--- config.mk ---
export PLATFORM = sky130hd
export DESIGN_NAME = memSnoopCtl
export DESIGN_NICKNAME = d
export VERILOG_FILES = /design/src/rtl/memSnoopPkg.sv /design/src/rtl/memSnoopCtrl.sv /design/src/rtl/memSnoopData.sv /design/src/rtl/memSnoopCtl.sv
export SDC_FILE = /design/constraint.sdc
export NUM_CORES = 1
export LEC_CHECK = 0
export BUFFER_PORTS_ARGS = -buffer_cell sky130_fd_sc_hd__buf_4
export CAP_MARGIN = 10
export CORE_MARGIN = 10
export CORE_UTILIZATION = 60
export DETAILED_ROUTE_END_ITERATION = 8
export GPL_ROUTABILITY_DRIVEN = 0
export PLACE_DENSITY_LB_ADDON = 0.2
export SLEW_MARGIN = 15
export SYNTH_ARGS = -nofsm -noshare
export SYNTH_HDL_FRONTEND = slang
export SYNTH_SLANG_ARGS = --single-unit
--- constraint.sdc ---
create_clock -name clk -period 8.6 [get_ports clk]
set_input_delay 0.43 -clock clk [delete_from_list [all_inputs] [get_ports clk]]
set_output_delay 0.43 -clock clk [all_outputs]
set_load 0.01 [all_outputs]
--- src/rtl/memSnoopPkg.sv ---
package memSnoopPkg;

  // Bus request codes; the order is part of the block's interface.
  typedef enum logic [1:0] {
    OP_READ_SHARED = 2'd0,
    OP_READ_OWN    = 2'd1,
    OP_WRITEBACK   = 2'd2,
    OP_RESERVED    = 2'd3
  } busOpE;

  // Memory-side view of one block.
  typedef enum logic [1:0] {
    BLK_NO_OWNER = 2'd0,
    BLK_OWNED    = 2'd1,
    BLK_WAIT     = 2'd2
  } blkStateE;

  // Strobes from control to datapath.
  typedef struct packed {
    logic sendResp;
    logic memWr;
    logic protoErr;
  } ctlStrobeS;

endpackage

--- src/rtl/memSnoopCtrl.sv ---
module memSnoopCtrl
  import memSnoopPkg::*;
#(
  parameter int NUM_BLOCKS = 4,
  parameter int ADDR_W     = 2
) (
  input  logic                  clk,
  input  logic                  rstN,
  input  logic                  busValid,
  input  logic [1:0]            busOp,
  input  logic [ADDR_W-1:0]     busAddr,
  input  logic                  ownerValid,
  input  logic [ADDR_W-1:0]     ownerAddr,
  output logic                  busStall,
  output logic [NUM_BLOCKS-1:0] ownedVec,
  output ctlStrobeS             strobe
);

  logic [NUM_BLOCKS-1:0] isWait;
  logic [NUM_BLOCKS-1:0] respB;
  logic [NUM_BLOCKS-1:0] wrB;
  logic [NUM_BLOCKS-1:0] errB;

  logic  accept;
  logic  ownerErr;
  busOpE opIn;

  assign opIn     = busOpE'(busOp);
  assign busStall = busValid && isWait[busAddr];
  assign accept   = busValid && !isWait[busAddr];
  assign ownerErr = ownerValid && !isWait[ownerAddr];

  for (genvar b = 0; b < NUM_BLOCKS; b++) begin : g_blk
    blkStateE stateQ, stateD;
    logic     busHit, ownHit;

    assign busHit = accept && (busAddr == ADDR_W'(b));
    assign ownHit = ownerValid && (ownerAddr == ADDR_W'(b));

    always_comb begin
      stateD   = stateQ;
      respB[b] = 1'b0;
      wrB[b]   = 1'b0;
      errB[b]  = 1'b0;
      unique case (stateQ)
        BLK_NO_OWNER: if (busHit) begin
          unique case (opIn)
            OP_READ_SHARED: respB[b] = 1'b1;
            OP_READ_OWN: begin
              respB[b] = 1'b1;
              stateD   = BLK_OWNED;
            end
            default: errB[b] = 1'b1;
          endcase
        end
        BLK_OWNED: if (busHit) begin
          unique case (opIn)
            OP_READ_SHARED: stateD = BLK_WAIT;
            OP_READ_OWN:    stateD = BLK_OWNED;
            OP_WRITEBACK:   stateD = BLK_WAIT;
            default:        errB[b] = 1'b1;
          endcase
        end
        BLK_WAIT: if (ownHit) begin
          wrB[b] = 1'b1;
          stateD = BLK_NO_OWNER;
        end
        default: stateD = BLK_NO_OWNER;
      endcase
    end

    always_ff @(posedge clk) begin
      if (!rstN) stateQ <= BLK_NO_OWNER;
      else       stateQ <= stateD;
    end

    assign isWait[b]   = (stateQ == BLK_WAIT);
    assign ownedVec[b] = (stateQ == BLK_OWNED);
  end

  assign strobe.sendResp = |respB;
  assign strobe.memWr    = |wrB;
  assign strobe.protoErr = (|errB) || ownerErr;

endmodule

--- src/rtl/memSnoopData.sv ---
module memSnoopData
  import memSnoopPkg::*;
#(
  parameter int NUM_BLOCKS = 4,
  parameter int ADDR_W     = 2,
  parameter int DATA_W     = 32,
  parameter int REQ_W      = 2
) (
  input  logic              clk,
  input  logic              rstN,
  input  ctlStrobeS         strobe,
  input  logic [ADDR_W-1:0] busAddr,
  input  logic [REQ_W-1:0]  busReqId,
  input  logic [ADDR_W-1:0] ownerAddr,
  input  logic [DATA_W-1:0] ownerData,
  output logic              respValid,
  output logic [REQ_W-1:0]  respReqId,
  output logic [DATA_W-1:0] respData,
  output logic              memWrEn,
  output logic              protoErr
);

  logic [DATA_W-1:0] memWord [NUM_BLOCKS];

  for (genvar w = 0; w < NUM_BLOCKS; w++) begin : g_word
    always_ff @(posedge clk) begin
      if (!rstN)
        memWord[w] <= DATA_W'(w);
      else if (strobe.memWr && (ownerAddr == ADDR_W'(w)))
        memWord[w] <= ownerData;
    end
  end

  assign memWrEn = strobe.memWr;

  always_ff @(posedge clk) begin
    if (!rstN) begin
      respValid <= 1'b0;
      respReqId <= '0;
      respData  <= '0;
      protoErr  <= 1'b0;
    end else begin
      respValid <= strobe.sendResp;
      protoErr  <= strobe.protoErr;
      if (strobe.sendResp) begin
        respReqId <= busReqId;
        respData  <= memWord[busAddr];
      end
    end
  end

endmodule

--- src/rtl/memSnoopCtl.sv ---
module memSnoopCtl
  import memSnoopPkg::*;
#(
  parameter int NUM_BLOCKS = 4,
  parameter int DATA_W     = 32,
  parameter int REQ_W      = 2,
  parameter int ADDR_W     = (NUM_BLOCKS > 1) ? $clog2(NUM_BLOCKS) : 1
) (
  input  logic                  clk,
  input  logic                  rstN,
  input  logic                  busValid,
  input  logic [1:0]            busOp,
  input  logic [ADDR_W-1:0]     busAddr,
  input  logic [REQ_W-1:0]      busReqId,
  output logic                  busStall,
  input  logic                  ownerValid,
  input  logic [ADDR_W-1:0]     ownerAddr,
  input  logic [DATA_W-1:0]     ownerData,
  output logic                  respValid,
  output logic [REQ_W-1:0]      respReqId,
  output logic [DATA_W-1:0]     respData,
  output logic                  memWrEn,
  output logic                  protoErr,
  output logic [NUM_BLOCKS-1:0] ownedVec
);

  ctlStrobeS strobe;

  memSnoopCtrl #(.NUM_BLOCKS(NUM_BLOCKS), .ADDR_W(ADDR_W)) u_ctrl (
    .clk       (clk),
    .rstN      (rstN),
    .busValid  (busValid),
    .busOp     (busOp),
    .busAddr   (busAddr),
    .ownerValid(ownerValid),
    .ownerAddr (ownerAddr),
    .busStall  (busStall),
    .ownedVec  (ownedVec),
    .strobe    (strobe)
  );

  memSnoopData #(
    .NUM_BLOCKS(NUM_BLOCKS), .ADDR_W(ADDR_W), .DATA_W(DATA_W), .REQ_W(REQ_W)
  ) u_data (
    .clk      (clk),
    .rstN     (rstN),
    .strobe   (strobe),
    .busAddr  (busAddr),
    .busReqId (busReqId),
    .ownerAddr(ownerAddr),
    .ownerData(ownerData),
    .respValid(respValid),
    .respReqId(respReqId),
    .respData (respData),
    .memWrEn  (memWrEn),
    .protoErr (protoErr)
  );

endmodule

==> results.txt, run 1 <==
status - finished, final reports clean
Post-Syn Nets - 598
drt drc - 0
ratio of cells with drive above 1 in the final layout - 25.9%
Top cell by count, worst path - buf_4
RSZ-0062 raised after global routing - false
minimum clock period - 2.49 ns
Synth cell types - 34
clock skew - 0.00954 ns
slew margin rel. - 38.5%
TritonCTS Buffers - 17
Total Negative Setup Slacks - 0 ns
Core Util, Final - 72.3%
antenna-violating nets left - 0
clk buf depth - 2
nets@finish - 672
# clock sinks - 172
sequential standard cell area - 4720 um^2
first-pass GRT wire length - 25100 um
max_cap viols - 0
antenna diode instance count - 0
Slew Viols, Final - 0
power per cell area - 200 nW/um^2
Peak VDD IR - 123 uV
vias in the first global route - 4784
hpwl dp - 9570 um
WL/cell - 19.6 um
Routed WL - 15800 um
Critical-path top delay cell - buf_4
fill count - 838
Setup crit end kind - primary output
Finish-stage setup viols - 0
Ports - 86
Post-Syn Area - 7470 um^2
Top FF cell, synth - edfxtp_1
Die Ht - 132 um
Initial Util - 61.6%
cell family with the largest share of critical-path delay - buffers and inverters
crit-path cells - buf_4 -> inv_1 -> mux4_2 -> and2_1 -> buf_4
WP data arrival - 2.06 ns
CP peak stage delay - 0.62 ns
# rows - 40
Initial DRC Count - 366
CTS resizes - 0
FFs w/ async S/R, synth - 0%
warnings from Yosys - 0
Multi-input gate area - 2560 um^2
TritonCTS clock tree - done
f_max - 401 MHz
H-Tree Depth - 4
static leakage - 3.33 nW
final hold vios - 0
CORE AREA - 12100 um^2
Crit Path Max Fanout - 47
Critical Path RT - 8.17 ns
Seq/Total Area, Yosys - 63.3%
Layout Area Growth over Synthesis - 17.4%
total grt overflow - 0
Worst Max-Slew Pin Slew - 0.919 ns
Tot GR Track Use - 18.3%
number of synthesized register bits - 172
via/cell ratio - 5.75
largest net degree at the start of global routing - 77
initial antenna violation count - 0
Root Buffer - clkbuf_16
DRT Pass-1 Iters - 5
Post-CTS Hold Fix Bufs - 0
CP Launch Type - input port
later-pin clock latency in the skew report - 0.42 ns
clock transition at the registers of the reported paths - 0.06 ns
Setup CP Type - in2out
total setup buffers inserted after CTS - 0
die area - 17300 um^2
critical path buffer and inverter count - 3
worst min-delay path class - in2reg
# port buffers - 85
EDFF count, synth - 128
Die Wd - 132 um
Syn Area/Cell - 13.5 um^2
Tcrit/Tclk final - 29.0%
Cells after Synth - 554
DR vias - 4651
[where the power goes]
part	total (mW)	internal [mW]	switching, mW
sequential	0.929	0.918	0.0114
clock	0.698	0.406	0.291
combinational	0.124	0.0549	0.0688
[final cells by class]
type                       count  share of cell area, %
clock buffer                  25                   5.78
sequential                   172                   53.9
clock inverter                 7                  0.428
inverter                       2                 0.0857
tap                          168                   2.40
timing repair buffer          95                   8.14
multi-input combinational    340                   29.2
[placed cells by master (no fill, tap or decap), drive strengths merged, types with 3 or more instances in the layout]
| cell | count |
|---|---|
| nor2b | 9 |
| a21oi | 5 |
| nand2b | 7 |
| nand2 | 48 |
| edfxtp | 128 |
| dfxtp | 44 |
| nand4 | 32 |
| o21ai | 36 |
| buf | 95 |
| and2 | 128 |
| nor4 | 3 |
| mux2i | 4 |
| clkbuf | 25 |
| nor3 | 4 |
| clkinv | 6 |
| mux4 | 34 |
| nor2 | 13 |
[registers in the layout, indices dropped and copies added, names as in the netlist]
name                 flops
u_data.memWord         128
u_data.respData         32
u_ctrl.g_blk.stateQ      8
u_data.respReqId         2
u_data.protoErr          1
u_data.respValid         1
[per-stage QoR]
step | total power, mW | setup slack [ns] | cells | hold WS (ns) | area (um^2)
after floorplan | 1.02 | 5.30 | 554 | 0.459 | 7470
after global placement | 1.07 | 6.06 | 777 | 0.448 | 8220
after detailed placement | 1.07 | 5.96 | 777 | 0.454 | 8220
after CTS | 1.76 | 6.07 | 809 | 0.256 | 8760
after global routing | 1.81 | 5.95 | 809 | 0.281 | 8760
final | 1.75 | 6.11 | 809 | 0.275 | 8760
[synth_stat cells (4+ instances only)]
master | instances | area, um^2
and2_1 | 128 | 801
edfxtp_1 | 128 | 3840
nand2_1 | 48 | 180
dfxtp_1 | 44 | 881
mux4_2 | 34 | 766
nand4_1 | 32 | 200
o21ai_1 | 30 | 150
clkbuf_1 | 27 | 101
nor2_1 | 13 | 48.8
nor2b_1 | 9 | 56.3
nand2b_1 | 7 | 43.8
buf_2 | 6 | 30.0
o21ai_0 | 6 | 30.0
a21oi_1 | 5 | 25.0
buf_6 | 4 | 45.0
mux2i_1 | 4 | 40.0
nor3_1 | 4 | 20.0
[worst reg2reg max path, cell delays in order (launching register included)]
cell	delay, ns
dfxtp_1	0.40
nor2b_1	0.30
nand2_1	0.14
nand2_1	0.46
buf_4	0.43
[worst paths after layout]
check | depth (start not counted) | to | start | slack [ns]
setup / recovery | 5 | busStall | busAddr[0] | 6.11
hold / removal | 3 | u_data.respReqId[1]$_SDFFE_PN0P_ | busReqId[1] | 0.28
setup reg to reg | 4 | u_data.memWord[0][20]$_SDFFCE_PN0P_ | u_ctrl.g_blk[0].stateQ[1]$_SDFFE_PN0P_ | 6.54
hold reg to reg | 2 | u_data.respData[5]$_SDFFE_PN0P_ | u_data.respData[5]$_SDFFE_PN0P_ | 0.46
[layer usage]
metal  vias up  track usage, %  part of all wire (%)
met5         -               0                     0
met4         0            6.24                   1.4
met3        18            4.95                   6.1
met2       156            31.0                    52
met1      2305            21.9                    40
li1       2172               -                     -
[logic make-up (layout without fill, tap and decap cells)]
| family | after synthesis | in the layout | share of synthesized area [%] |
|---|---|---|---|
| multiplexers | 38 | 38 | 10.8 |
| flip-flops | 172 | 172 | 63.3 |
| AND/OR/NAND/NOR | 255 | 255 | 19.7 |
| buffers and inverters | 42 | 129 | 2.77 |
| AO/OA/AOI/OAI | 47 | 47 | 3.49 |
No activity file was read; power rests on OpenSTA's default activity.
==> run 2: changes to the inputs <==
- CORE_UTILIZATION: 60 -> 53
- clock period: 8.6 -> 2 ns (I/O delays scaled with it)
==> run 2 against run 1 <==
Against the previous run: sequential power grew to 4.3 times the previous value; via count is 3.8% higher; utilization shrank 4.4 points; total power rose to 4.7 times the previous value; clock power grew to 5.3 times the previous value; sequential share of layout area fell by 3.7 points; final area increased by 7.3%; wire length increased by 6.2%; clock-buffer cell count fell by 2; die area up 11%; setup slack worse by 6.0 ns; largest cell class unchanged; largest power group unchanged; highest routed layer unchanged.
==> results.txt, run 2 (synthesized netlist as in run 1, its figures left out) <==
sequential standard cell area - 4720 um^2 (unchanged)
total grt overflow - 0 (unchanged)
Multi-input gate area - 2560 um^2 (about the same)
f_max - 535 MHz
dpl cell area - 8370 um^2 (+1.8%)
Total Negative Setup Slacks - 0 ns (unchanged)
Setup crit end kind - primary output
final instance area - 9400 um^2 (+7.3%)
Critical Path RT - 1.90 ns (-6.27 ns)
Setup CP Type - reg2out
vias in the first global route - 5033 (+5.2%)
# port buffers - 85 (unchanged)
WP data arrival - 1.77 ns (-0.29 ns)
Sw Share - 20.4% (-0.81 points)
Routed WL - 16800 um (+6.2%)
ratio of cells with drive above 1 in the final layout - 25.5% (-0.35 points)
Initial DRC Count - 389 (+6.3%)
CTS resizes - 0 (unchanged)
biggest registers after layout - u_data.memWord (128), u_data.respData (32), u_ctrl.g_blk.stateQ (8)
Peak VDD IR - 638 uV (+420%)
RSZ-0062 raised after global routing - false
Layout Area Growth over Synthesis - 25.9%
Largest register FFs - 128 (unchanged)
H-Tree Depth - 4 (unchanged)
switching power total - 1.69 mW (+360%)
static leakage - 3.60 nW (+8.2%)
CP Launch Type - register
TritonCTS clock tree - done
Core Util, Final - 68.0% (-4.4 points)
WL/cell - 19.4 um (-0.81%)
commonest non-fill, non-tap cells in the layout - and2_1, edfxtp_1, buf_4
die area - 19200 um^2 (+11%)
Die Ht - 139 um (+5.4%)
status - finished, final reports clean
power per cell area - 881 nW/um^2 (+340%)
DR vias - 4830 (+3.8%)
first-pass GRT wire length - 27000 um (+7.8%)
final hold vios - 0 (unchanged)
fin cells - 866 (+7.0%)
via/cell ratio - 5.58 (-3.0%)
# clock sinks - 172 (unchanged)
fill count - 986 (+18%)
Slew Viols, Final - 0 (unchanged)
CORE AREA - 13800 um^2 (+14%)
clk buf depth - 2 (unchanged)
# rows - 43 (+7.5%)
clock skew - 0.00831 ns (-0.00123 ns)
crit-path cells - nor2b_1 -> mux4_2 -> and2_1 -> buf_4
placed insts - 797 (+2.6%)
minimum clock period - 1.87 ns
DRT Pass-1 Iters - 5 (unchanged)
share of power burned in registers - 48.2% (-4.9 points)
Biggest register - u_data.memWord
antenna-violating nets left - 0 (unchanged)
Comb power frac - 7.6% (+0.5 points)
worst min-delay path class - in2reg
later-pin clock latency in the skew report - 0.43 ns (about the same)
hpwl dp - 10100 um (+6.0%)
largest net degree at the start of global routing - 39 (-49%)
Post-CTS Hold Fix Bufs - 36 (+36)
Finish-stage setup viols - 0 (unchanged)
max_cap viols - 0 (unchanged)
clock transition at the registers of the reported paths - 0.06 ns (about the same)
TritonCTS Buffers - 17 (unchanged)
total setup buffers inserted after CTS - 0 (unchanged)
Tcrit/Tclk final - 93.4%
slew margin rel. - 60.9% (+22 points)
CP peak stage delay - 0.47 ns (-0.15 ns)
internal power - 6.59 mW (+380%)
Initial Util - 54.0% (-7.6 points)
initial antenna violation count - 1 (+1)
clock share of power - 44.3% (+4.4 points)
Root Buffer - clkbuf_16
Crit Path Max Fanout - 5 (-89%)
drt drc - 0 (unchanged)
nets@finish - 716 (+6.5%)
Ports - 86 (unchanged)
Worst Max-Slew Pin Slew - 0.587 ns (-0.332 ns)
Die Wd - 139 um (+5.4%)
Tot GR Track Use - 17.7% (-0.60 points)
Critical-path top delay cell - mux4_2
==> run 2: cell type report <==
type	instances	area share (%)
Antenna cell	1	0.0266
Multi-Input combinational cell	340	27.2
Clock buffer	23	5.55
Tap cell	180	2.40
Inverter	2	0.0799
Timing Repair Buffer	139	12.9
Sequential cell	172	50.3
Clock inverter	9	1.61
==> run 2: path summary, 6_finish.rpt <==
check | slack (ns) | depth (start not counted) | from | endpoint
max | 0.13 | 4 | u_ctrl.g_blk[2].stateQ[1]$_SDFFE_PN0P_ | memWrEn
min | 0.05 | 4 | ownerValid | u_data.protoErr$_SDFF_PN0_
max reg2reg | 0.25 | 5 | u_ctrl.g_blk[3].stateQ[1]$_SDFFE_PN0P_ | u_data.respReqId[1]$_SDFFE_PN0P_
min reg2reg | 0.46 | 2 | u_data.respReqId[0]$_SDFFE_PN0P_ | u_data.respReqId[0]$_SDFFE_PN0P_
==> run 2: metrics by stage <==
| stage | total power [mW] | setup WS (ns) | hold WS (ns) |
|---|---|---|---|
| floorplan | 4.37 | 0.209 | 0.239 |
| global placement | 4.62 | 0.333 | 0.357 |
| detailed placement | 4.64 | 0.282 | 0.373 |
| CTS | 8.33 | 0.128 | 0.0287 |
| global route | 8.56 | 0.0456 | 0.0485 |
| finish | 8.28 | 0.131 | 0.0466 |
==> run 2: power by group through the flow <==
stage | Sequential (mW) | Combinational, mW | Clock, mW
CTS | 3.99 | 0.636 | 3.71
finish | 3.99 | 0.626 | 3.67
detailed placement | 4.06 | 0.577 | 0
global placement | 4.06 | 0.568 | 0
floorplan | 4.07 | 0.298 | 0
global route | 4.00 | 0.679 | 3.88
==> run 2: critical path, delay by kind of cell, from the launching register on <==
kind	cells	cell delay [ns]
and+or+nand+nor	2	0.37
muxes	1	0.47
buffers and inverters	1	0.14
DFF	1	0.35
==> run 2: metal layers <==
metal | share of wire [%] | up-vias | global-route usage (%)
li1 | - | 2264 | -
met1 | 43 | 2404 | 21.5
met2 | 51 | 146 | 30.0
met3 | 5.1 | 16 | 4.18
met4 | 1.3 | 0 | 6.43
met5 | 0 | - | 0
==> run 3: changes to the inputs <==
--- a/constraint.sdc
+++ b/constraint.sdc
@@ -3,2 +3,2 @@
 set_output_delay 0.1 -clock clk [all_outputs]
-set_load 0.01 [all_outputs]
+set_load 0.1 [all_outputs]
==> run 3 against run 2 <==
Against the previous run: first-iteration DRC count shrank 8.0%; critical path type unchanged; critical path depth unchanged; maximum frequency is 2.8% lower; non-clock buffer count up 3; die area did not move; register-to-register slack improved by 0.19 ns.
==> results.txt, run 3 (synthesized netlist as in run 1, its figures left out) <==
Tot GR Track Use - 18.0% (+0.35 points)
drt drc - 0 (unchanged)
via/cell ratio - 5.54 (-0.66%)
Die Ht - 139 um (unchanged)
worst min-delay path class - in2reg
largest net degree at the start of global routing - 44 (+13%)
static leakage - 3.55 nW (-1.5%)
ratio of cells with drive above 1 in the final layout - 26.5% (+0.91 points)
H-Tree Depth - 4 (unchanged)
Routed WL - 17200 um (+2.2%)
die area - 19200 um^2 (unchanged)
CP peak stage delay - 0.45 ns (-0.02 ns)
Peak VDD IR - 530 uV (-17%)
Crit Path Max Fanout - 5 (unchanged)
Initial DRC Count - 358 (-8.0%)
slew margin rel. - 69.4% (+8.5 points)
# clock sinks - 172 (unchanged)
TritonCTS Buffers - 17 (unchanged)
Setup CP Type - reg2out
vias in the first global route - 4996 (-0.74%)
share of power burned in registers - 50.1% (+1.9 points)
minimum clock period - 1.92 ns (+0.0536 ns)
final worst setup slack - 0.0774 ns (-0.0536 ns)
Setup WS pre-CTS - 0.362 ns (+0.0798 ns)
Die Wd - 139 um (unchanged)
Layout Area Growth over Synthesis - 24.7%
WL/cell - 19.8 um (+2.0%)
first-pass GRT wire length - 27300 um (+1.0%)
WP data arrival - 1.82 ns (+0.05 ns)
Comb power frac - 11.3% (+3.7 points)
initial antenna violation count - 0 (-1)
commonest non-fill, non-tap cells in the layout - and2_1, edfxtp_1, buf_4
Largest register FFs - 128 (unchanged)
CORE AREA - 13800 um^2 (unchanged)
crit-path cells - nor2b_2 -> mux4_2 -> and2_1 -> buf_4
# port buffers - 85 (unchanged)
overall power - 7.97 mW (-3.8%)
final hold vios - 0 (unchanged)
internal power - 6.06 mW (-8.1%)
Total Negative Setup Slacks - 0 ns (unchanged)
max_cap viols - 0 (unchanged)
antenna diode instance count - 0 (-1)
Initial Util - 54.0% (unchanged)
Tcrit/Tclk final - 96.1% (+2.7 points)
clock skew - 0.0124 ns (+0.00410 ns)
CP Launch Type - register
DR vias - 4809 (-0.43%)
nets@finish - 719 (+0.42%)
switching power total - 1.91 mW (+13%)
Critical-path top delay cell - mux4_2
Critical Path RT - 1.90 ns (about the same)
later-pin clock latency in the skew report - 0.43 ns (about the same)
fill count - 1007 (+2.1%)
total grt overflow - 0 (unchanged)
TritonCTS clock tree - done
Slew Viols, Final - 0 (unchanged)
Sw Share - 23.9% (+3.5 points)
# rows - 43 (unchanged)
DRT Pass-1 Iters - 5 (unchanged)
antenna-violating nets left - 0 (unchanged)
clock transition at the registers of the reported paths - 0.06 ns (about the same)
Biggest register - u_data.memWord
clock share of power - 38.6% (-5.7 points)
f_max - 520 MHz (-2.8%)
Setup crit end kind - primary output
clk buf depth - 2 (unchanged)
hpwl dp - 10300 um (+1.4%)
Finish-stage setup viols - 0 (unchanged)
power per cell area - 856 nW/um^2 (-2.9%)
Root Buffer - clkbuf_16
status - finished, final reports clean
biggest registers after layout - u_data.memWord (128), u_data.respData (32), u_ctrl.g_blk.stateQ (8)
Ports - 86 (unchanged)
Worst Max-Slew Pin Slew - 0.460 ns (-0.127 ns)
RSZ-0062 raised after global routing - false
==> run 3: cell count changes in the layout (fill, tap and decap cells not counted), sizes merged <==
cell,before,now
buf,103,106
bufinv,4,1
clkbuf,23,25
clkinvlp,1,2
diode,1,0
==> run 3: path summary, 6_finish.rpt <==
check	from	to	slack, ns	cells after the start
setup / recovery	u_ctrl.g_blk[2].stateQ[1]$_SDFFE_PN0P_	busStall	0.08	4
hold reg to reg	u_data.respReqId[1]$_SDFFE_PN0P_	u_data.respReqId[1]$_SDFFE_PN0P_	0.46	2
setup reg to reg	u_ctrl.g_blk[1].stateQ[1]$_SDFFE_PN0P_	u_data.memWord[1][21]$_SDFFCE_PN0P_	0.44	5
hold / removal	busAddr[1]	u_ctrl.g_blk[0].stateQ[0]$_SDFFE_PN0P_	0.02	4
==> run 3: area by class of cell <==
class,count,area (um^2),share of cell area (%)
Timing Repair Buffer,142,1220,13.1
Multi-Input combinational cell,340,2580,27.7
Sequential cell,172,4730,50.8
Clock inverter,7,63.8,0.686
Clock buffer,25,485,5.22
Inverter,2,7.51,0.0807
Tap cell,180,225,2.42
==> run 3: worst max-delay path: cells and delay by family, from the launching register on <==
family        cells  cell delay, ns
flops             1            0.35
mux               1            0.45
simple gates      2            0.37
buf+inv           1            0.23
==> run 3: timing repair <==
| item | 4_1_cts | 5_1_grt |
|---|---|---|
| setup buffers | 0 | 0 |
| setup endpoints to repair | 0 | 2 |
| gates resized for setup | 0 | 5 |
| hold endpoints to repair | 130 | 0 |
| hold buffers | 36 | 0 |
==> run 3: routing by layer <==
layer	up-vias	wire [um]	GRT usage, %
met2	142	8840	30.2
met3	20	932	4.18
met5	-	0	0
met4	0	207	6.53
li1	2270	-	-
met1	2377	7220	22.3
==> run 3: stage by stage <==
stage / cells / instance area (um^2) / util, % / hold slack, ns
finish: 868 / 9310 / 67.3 / 0.0246
global route: 868 / 9310 / 67.3 / 0.0251
global placement: 800 / 8390 / 60.6 / 0.356
CTS: 868 / 9300 / 67.2 / 0.00583
detailed placement: 800 / 8390 / 60.6 / 0.372
floorplan: 554 / 7480 / - / 0.239
==> run 3: power by group through the flow <==
| stage | Sequential (mW) | Combinational [mW] | Clock, mW |
|---|---|---|---|
| global placement | 4.06 | 0.845 | 0 |
| CTS | 3.99 | 0.909 | 3.10 |
| finish | 3.99 | 0.900 | 3.07 |
| global route | 4.00 | 0.955 | 3.23 |
| detailed placement | 4.07 | 0.851 | 0 |
| floorplan | 4.32 | 0.318 | 0 |
